$ cat config.mk
export PLATFORM = sky130hd
export DESIGN_NAME = acc_reduce
export DESIGN_NICKNAME = d
export VERILOG_FILES = /design/src/rtl/acc_pkg.sv /design/src/rtl/acc_add_pipe.sv /design/src/rtl/acc_ctrl.sv /design/src/rtl/acc_reduce.sv
export SDC_FILE = /design/constraint.sdc
export NUM_CORES = 1
export LEC_CHECK = 0
export BUFFER_PORTS_ARGS = -buffer_cell sky130_fd_sc_hd__buf_2
export CAP_MARGIN = 20
export CORE_UTILIZATION = 35
export DETAILED_ROUTE_END_ITERATION = 12
export GPL_TIMING_DRIVEN = 0
export PLACE_DENSITY = 0.46
export SLEW_MARGIN = 20
export SYNTH_ARGS = -nofsm -noshare
export SYNTH_HDL_FRONTEND = slang
export SYNTH_SLANG_ARGS = --single-unit
$ cat constraint.sdc
create_clock -name clk_i -period 10.4 [get_ports clk_i]
set_input_delay 2.08 -clock clk_i [delete_from_list [all_inputs] [get_ports clk_i]]
set_output_delay 2.08 -clock clk_i [all_outputs]
set_load 0.05 [all_outputs]
$ cat src/rtl/acc_pkg.sv
package acc_pkg;
  typedef enum logic [1:0] {
    ST_IDLE   = 2'd0,
    ST_STREAM = 2'd1,
    ST_MERGE  = 2'd2
  } acc_state_e;
endpackage

$ cat src/rtl/acc_add_pipe.sv
module acc_add_pipe #(
  parameter int W   = 32,
  parameter int LAT = 14
) (
  input  logic         clk_i,
  input  logic         rst_ni,
  input  logic         push_i,
  input  logic [W-1:0] a_i,
  input  logic [W-1:0] b_i,
  output logic [W-1:0] res_o,
  output logic         res_v_o,
  output logic         busy_o
);
  logic [W-1:0] d_q [LAT];
  logic [LAT-1:0] v_q;

  always_ff @(posedge clk_i or negedge rst_ni) begin
    if (!rst_ni) begin
      for (int i = 0; i < LAT; i++) d_q[i] <= '0;
      v_q <= '0;
    end else begin
      d_q[0] <= a_i + b_i;
      v_q[0] <= push_i;
      for (int i = 1; i < LAT; i++) begin
        d_q[i] <= d_q[i-1];
        v_q[i] <= v_q[i-1];
      end
    end
  end

  assign res_o   = d_q[LAT-1];
  assign res_v_o = v_q[LAT-1];
  assign busy_o  = |v_q;
endmodule

$ cat src/rtl/acc_ctrl.sv
module acc_ctrl
  import acc_pkg::*;
#(
  parameter int W = 32
) (
  input  logic         clk_i,
  input  logic         rst_ni,
  input  logic         en_i,
  input  logic [W-1:0] data_i,
  input  logic [W-1:0] res_i,
  input  logic         res_v_i,
  input  logic         busy_i,
  output logic         push_o,
  output logic [W-1:0] a_o,
  output logic [W-1:0] b_o,
  output logic [W-1:0] sum_o,
  output logic         done_o,
  output logic         overrun_o,
  output acc_state_e   st_o,
  output logic         hold_v_o
);
  acc_state_e   st_q;
  logic [W-1:0] hold_q;
  logic         hold_v_q;
  logic         accept, merge, finish;

  assign accept = en_i && (st_q != ST_MERGE);
  assign merge  = (st_q == ST_MERGE) || (st_q == ST_STREAM && !en_i);
  assign finish = (st_q == ST_MERGE) && hold_v_q && !busy_i;

  // operand muxes: stream feedback or buffer pairing
  always_comb begin
    push_o = 1'b0;
    a_o    = '0;
    b_o    = '0;
    if (accept) begin
      push_o = 1'b1;
      a_o    = data_i;
      b_o    = res_v_i ? res_i : '0;
    end else if (merge && res_v_i && hold_v_q) begin
      push_o = 1'b1;
      a_o    = hold_q;
      b_o    = res_i;
    end
  end

  always_ff @(posedge clk_i or negedge rst_ni) begin
    if (!rst_ni) begin
      st_q      <= ST_IDLE;
      hold_q    <= '0;
      hold_v_q  <= 1'b0;
      sum_o     <= '0;
      done_o    <= 1'b0;
      overrun_o <= 1'b0;
    end else begin
      done_o <= 1'b0;
      unique case (st_q)
        ST_IDLE: if (en_i) begin
          st_q      <= ST_STREAM;
          overrun_o <= 1'b0;
        end
        ST_STREAM: if (!en_i) st_q <= ST_MERGE;
        ST_MERGE: begin
          if (en_i) overrun_o <= 1'b1;
          if (finish) begin
            st_q   <= ST_IDLE;
            sum_o  <= hold_q;
            done_o <= 1'b1;
          end
        end
        default: st_q <= ST_IDLE;
      endcase
      if (merge && res_v_i) begin
        if (hold_v_q) hold_v_q <= 1'b0;
        else begin
          hold_q   <= res_i;
          hold_v_q <= 1'b1;
        end
      end else if (finish) begin
        hold_v_q <= 1'b0;
      end
    end
  end

  assign st_o     = st_q;
  assign hold_v_o = hold_v_q;
endmodule

$ cat src/rtl/acc_reduce.sv
module acc_reduce
  import acc_pkg::*;
#(
  parameter int DATA_W = 32,
  parameter int LAT    = 14
) (
  input  logic              clk_i,
  input  logic              rst_ni,
  input  logic              en_i,
  input  logic [DATA_W-1:0] data_i,
  output logic [DATA_W-1:0] sum_o,
  output logic              done_o,
  output logic              overrun_o
);
  logic [DATA_W-1:0] op_a, op_b, res;
  logic              push, res_v, busy, hold_v;
  acc_state_e        st;

  acc_add_pipe #(.W(DATA_W), .LAT(LAT)) u_pipe (
    .clk_i  (clk_i),
    .rst_ni (rst_ni),
    .push_i (push),
    .a_i    (op_a),
    .b_i    (op_b),
    .res_o  (res),
    .res_v_o(res_v),
    .busy_o (busy)
  );

  acc_ctrl #(.W(DATA_W)) u_ctrl (
    .clk_i    (clk_i),
    .rst_ni   (rst_ni),
    .en_i     (en_i),
    .data_i   (data_i),
    .res_i    (res),
    .res_v_i  (res_v),
    .busy_i   (busy),
    .push_o   (push),
    .a_o      (op_a),
    .b_o      (op_b),
    .sum_o    (sum_o),
    .done_o   (done_o),
    .overrun_o(overrun_o),
    .st_o     (st),
    .hold_v_o (hold_v)
  );
endmodule

==> flow_results.org <==
** Final layout
- Filler instances :: 4,245
- Excluding fillers, the count of instances in the completed layout stands at 1,792.
- After the last flow step, the layout net total stands at 1,208.
- Area Growth Syn to Fin :: 18.9%
- Antenna Diode Count :: 0
- Share of post-route cells with drive strength above 1 :: 17.6%
- Share of the core filled with cells in the final layout :: 42.3%

** Synthesis
- Synth top area cells :: sky130_fd_sc_hd__dfrtp_1, sky130_fd_sc_hd__mux2_1, sky130_fd_sc_hd__ha_1, sky130_fd_sc_hd__nand2_1, sky130_fd_sc_hd__a21oi_1
- The synthesized design contains 531 register bits.
- Fraction of registers with async set/reset :: 100%
- Number of standard cells after synthesis :: 1,012
- Number of unique standard cell types used by synthesis :: 54
- In this run, synthesis inferred 0 flip-flops with an integrated enable.
- Of all cell types, the one taking the most synthesized area is sky130_fd_sc_hd__dfrtp_1.
- Summing every instance area after synthesis gives 0.0166 mm².
- A synthesized cell averages 16.4 µm².
- The commonest cells after synthesis are sky130_fd_sc_hd__dfrtp_1, sky130_fd_sc_hd__nand2_1, sky130_fd_sc_hd__a21oi_1, sky130_fd_sc_hd__mux2_1, sky130_fd_sc_hd__and2_1.
- Cell with the most instances after synthesis :: sky130_fd_sc_hd__dfrtp_1
- For this run, the number of Yosys warnings is 0.
- Top_reg_cell synth :: sky130_fd_sc_hd__dfrtp_1
- Synth top area share :: 80.0%
- When the netlist entered floorplanning its net count stood at 1,079.
- Summing the sequential cell areas from Yosys gives 80.0% of the chip area.

** Worst setup path
- The largest single stage delay on the critical path is 640 ps.
- The critical path goes through buf_2 > a32oi_1 > clkbuf_1 > clkbuf_1 > a21oi_1 > ha_1 > a21oi_1 > o21ai_0 > nand3_1 > a41oi_1 > a21oi_1 > xnor2_1.
- Worst setup path category :: primary input to flip-flop
- Startpoint kind of the worst setup timing path :: primary input
- Data on the critical path arrives at its endpoint at 5940 ps.
- Of all nets on the critical path, the largest fanout is 10.
- On the critical path, the stage with the largest delay is an instance of sky130_fd_sc_hd__clkbuf_1.
- By instance count, the cell type seen most on the critical path is sky130_fd_sc_hd__a21oi_1.
- The worst setup path is captured at a flip-flop.
- Worst EP required :: 10,830 ps

** Floorplanning
- Height of the chip :: 220 µm
- Core Footprint :: 0.0467 mm²
- Measured along the x axis, the die boundary spans 220 µm.
- Starting Density :: 35.6%
- Die Area :: 0.0484 mm²
- I/O pin count :: 69
- Rows :: 79

** Clock tree
- Resized Gates After CTS :: 0
- Depth of the CTS H-tree :: 2
- CTS tree :: yes
- Buffers inserted during clock tree synthesis total 54.
- CTS Root Cell :: sky130_fd_sc_hd__clkbuf_16
- Buffer levels on the longest clock path :: 3
- Number of hold-repair buffers added at the cts stage :: 0
- Clock sinks :: 531
- In this run the post-CTS setup repair buffer count came out at 0.
- Insertion delay to the later sink of the worst-skew pair :: 590 ps
- Reg clk slew, reported paths :: 60 ps

** Global route
- The first global-routing pass estimated 48,600 µm of wire.
- Number of antenna violations at the first check in global routing :: 1
- Global routing finished with a remaining overflow of 0.
- Via count of the first global-routing pass :: 8,277
- Entering global routing, the biggest net connects 108 pins.
- In the global route stage, overall resource usage came out at 13.4%.

** Worst hold path
- The tightest min-delay check is of the flip-flop to flip-flop type.

** STA
- Maximum frequency from static timing analysis :: 182 MHz
- Worst-case clock skew :: 25.8 ps
- The tightest hold path in the finished design has a slack of 330 ps.
- Max-slew violations :: 0
- Subtracting the final worst setup slack from the clock period gives 5500 ps.
- Worst-Margin Slew :: 804 ps
- Post-Route Setup TNS :: 0 ps
- Setup violations remaining at the end of the flow were counted as 0.
- Setup repair after global routing left no endpoint under its margin.
- Headroom to the max-slew limit :: 46.4%
- The worst path uses 52.9% of the clock period.
- Hold violation count in the final report :: 0

** Routing
- ANT nets after route :: 0
- Wire segments on met3 add up to 1280 µm in the final route.
- The first routing iteration left 537 violations.
- Routed length on met2 :: 13,400 µm
- After detailed routing, no signal wire sits above met4.
- The routed design has 30,600 µm of wire.
- The first TritonRoute pass finished after 10 iterations.
- For this run, design rule violations remaining after detail routing come to 8.
- Routed vias/inst :: 4.48
- Total number of vias :: 8,027
- Routed metal-1 wire length :: 15,000 µm
- In the final routed layout, each cell accounts on average for 17.1 µm.

** Job
- The tool flagged a number of max-cap violations equal to 0.

** Power
- The design draws 0.00569 W.
- P per Cell Area :: 288 mW/mm²
- Standby leakage power :: 9.91 nW
- Max IR drop VDD :: 137 µV

** Placed design
- HPWL Detailed :: 20,100 µm
- Inst Count DP :: 1,692
- IO Port Bufs :: 68
- The congestion estimate from routability-driven global placement came to 0.871.

** Status
- Violated checks :: design-rule violations
- Run status :: finished with violations
cell type report:
class	count	area, µm²	share of cell area, %
flip-flops and latches	531	13300	67.3
multi-input cells	448	3190	16.1
clock buffers	77	1580	7.99
well taps	607	759	3.85
repair buffers	73	488	2.47
clock inverters	23	307	1.55
plain buffers	27	123	0.621
inverters	6	22.5	0.114
worst paths after layout:
kind                                             from                         to  slack, ps  cells past startpoint
max                                              en_i  u_pipe.d_q[433]$_DFF_PN0_       4900                     12
min                         u_pipe.d_q[133]$_DFF_PN0_  u_pipe.d_q[101]$_DFF_PN0_        330                      0
max reg2reg                u_ctrl.st_o[0]$_DFFE_PN0P_  u_pipe.d_q[433]$_DFF_PN0_       5880                     12
min reg2reg                 u_pipe.d_q[133]$_DFF_PN0_  u_pipe.d_q[101]$_DFF_PN0_        330                      0
max in group asynchronous                      rst_ni  u_pipe.d_q[246]$_DFF_PN0_       7660                      3
min in group asynchronous                      rst_ni   u_pipe.d_q[36]$_DFF_PN0_       1410                      1
power by group:
| part | total, W | internal [W] | switching (W) | leakage (nW) |
|---|---|---|---|---|
| Sequential | 0.00311 | 0.00285 | 0.000254 | 7.05 |
| Clock | 0.00199 | 0.00123 | 0.000764 | 0.937 |
| Combinational | 0.000593 | 0.000199 | 0.000394 | 1.93 |
| Total | 0.00569 | 0.00428 | 0.00141 | 9.91 |
placed cells by master, fill, tap and decap left out, types with 8 or more instances in the layout:
cell and instances:
sky130_fd_sc_hd__mux2_1 45, sky130_fd_sc_hd__o21ai_0 13, sky130_fd_sc_hd__a21o_1 8, sky130_fd_sc_hd__clkbuf_8 12, sky130_fd_sc_hd__xnor2_1 20, sky130_fd_sc_hd__clkbuf_1 26, sky130_fd_sc_hd__a21oi_1 63, sky130_fd_sc_hd__mux2_2 20
sky130_fd_sc_hd__clkinv_2 12, sky130_fd_sc_hd__and2_1 34, sky130_fd_sc_hd__o21ai_1 8, sky130_fd_sc_hd__xor2_1 11, sky130_fd_sc_hd__nand2_1 90, sky130_fd_sc_hd__clkbuf_16 55, sky130_fd_sc_hd__buf_2 75, sky130_fd_sc_hd__dfrtp_1 531
sky130_fd_sc_hd__ha_1 31, sky130_fd_sc_hd__nor2_1 19
stage by stage:
stage	cell area [µm²]	setup slack (ps)
floorplan	16600	5580
global placement	17700	-3140
detailed placement	17900	4370
CTS	19800	4970
global route	19800	4750
finish	19800	4900
layer usage:
layer | GRT usage, % | vias to the layer above
met5 | 0 | -
met4 | 5.49 | 0
met3 | 2.68 | 61
met2 | 19.4 | 151
met1 | 19.7 | 4143
li1 | - | 3672
critical path: cells and delay by family:
| family | cells | cell delay (ps) |
|---|---|---|
| and+or+nand+nor | 1 | 120 |
| adders and majority gates | 1 | 430 |
| AOI/OAI and AO/OA | 6 | 1510 |
| xor gates and xnor gates | 1 | 400 |
| buffers and inverters | 3 | 1380 |
cells by family (layout without fill, tap and decap cells):
family	count (synthesis)	after routing	share of synthesized area, %
DFF	531	531	80.0
adders and majority gates	32	32	2.45
AOI/OAI and AO/OA	139	139	5.50
muxes	66	66	4.46
buffers and inverters	33	206	0.873
and+or+nand+nor	180	180	5.11
xor gates and xnor gates	31	31	1.63
sequential cells by signal, summed over array words and instances, names as in the netlist:
signal / flops
u_pipe.d_q: 416
u_ctrl.sum_o: 32
u_pipe.v_q: 14
u_pipe.res_o: 32
u_ctrl.st_o: 2
u_ctrl.done_o: 1
u_ctrl.hold_q: 32
u_ctrl.overrun_o: 1
u_ctrl.hold_v_o: 1
No activity file was read; power rests on OpenSTA's default activity.
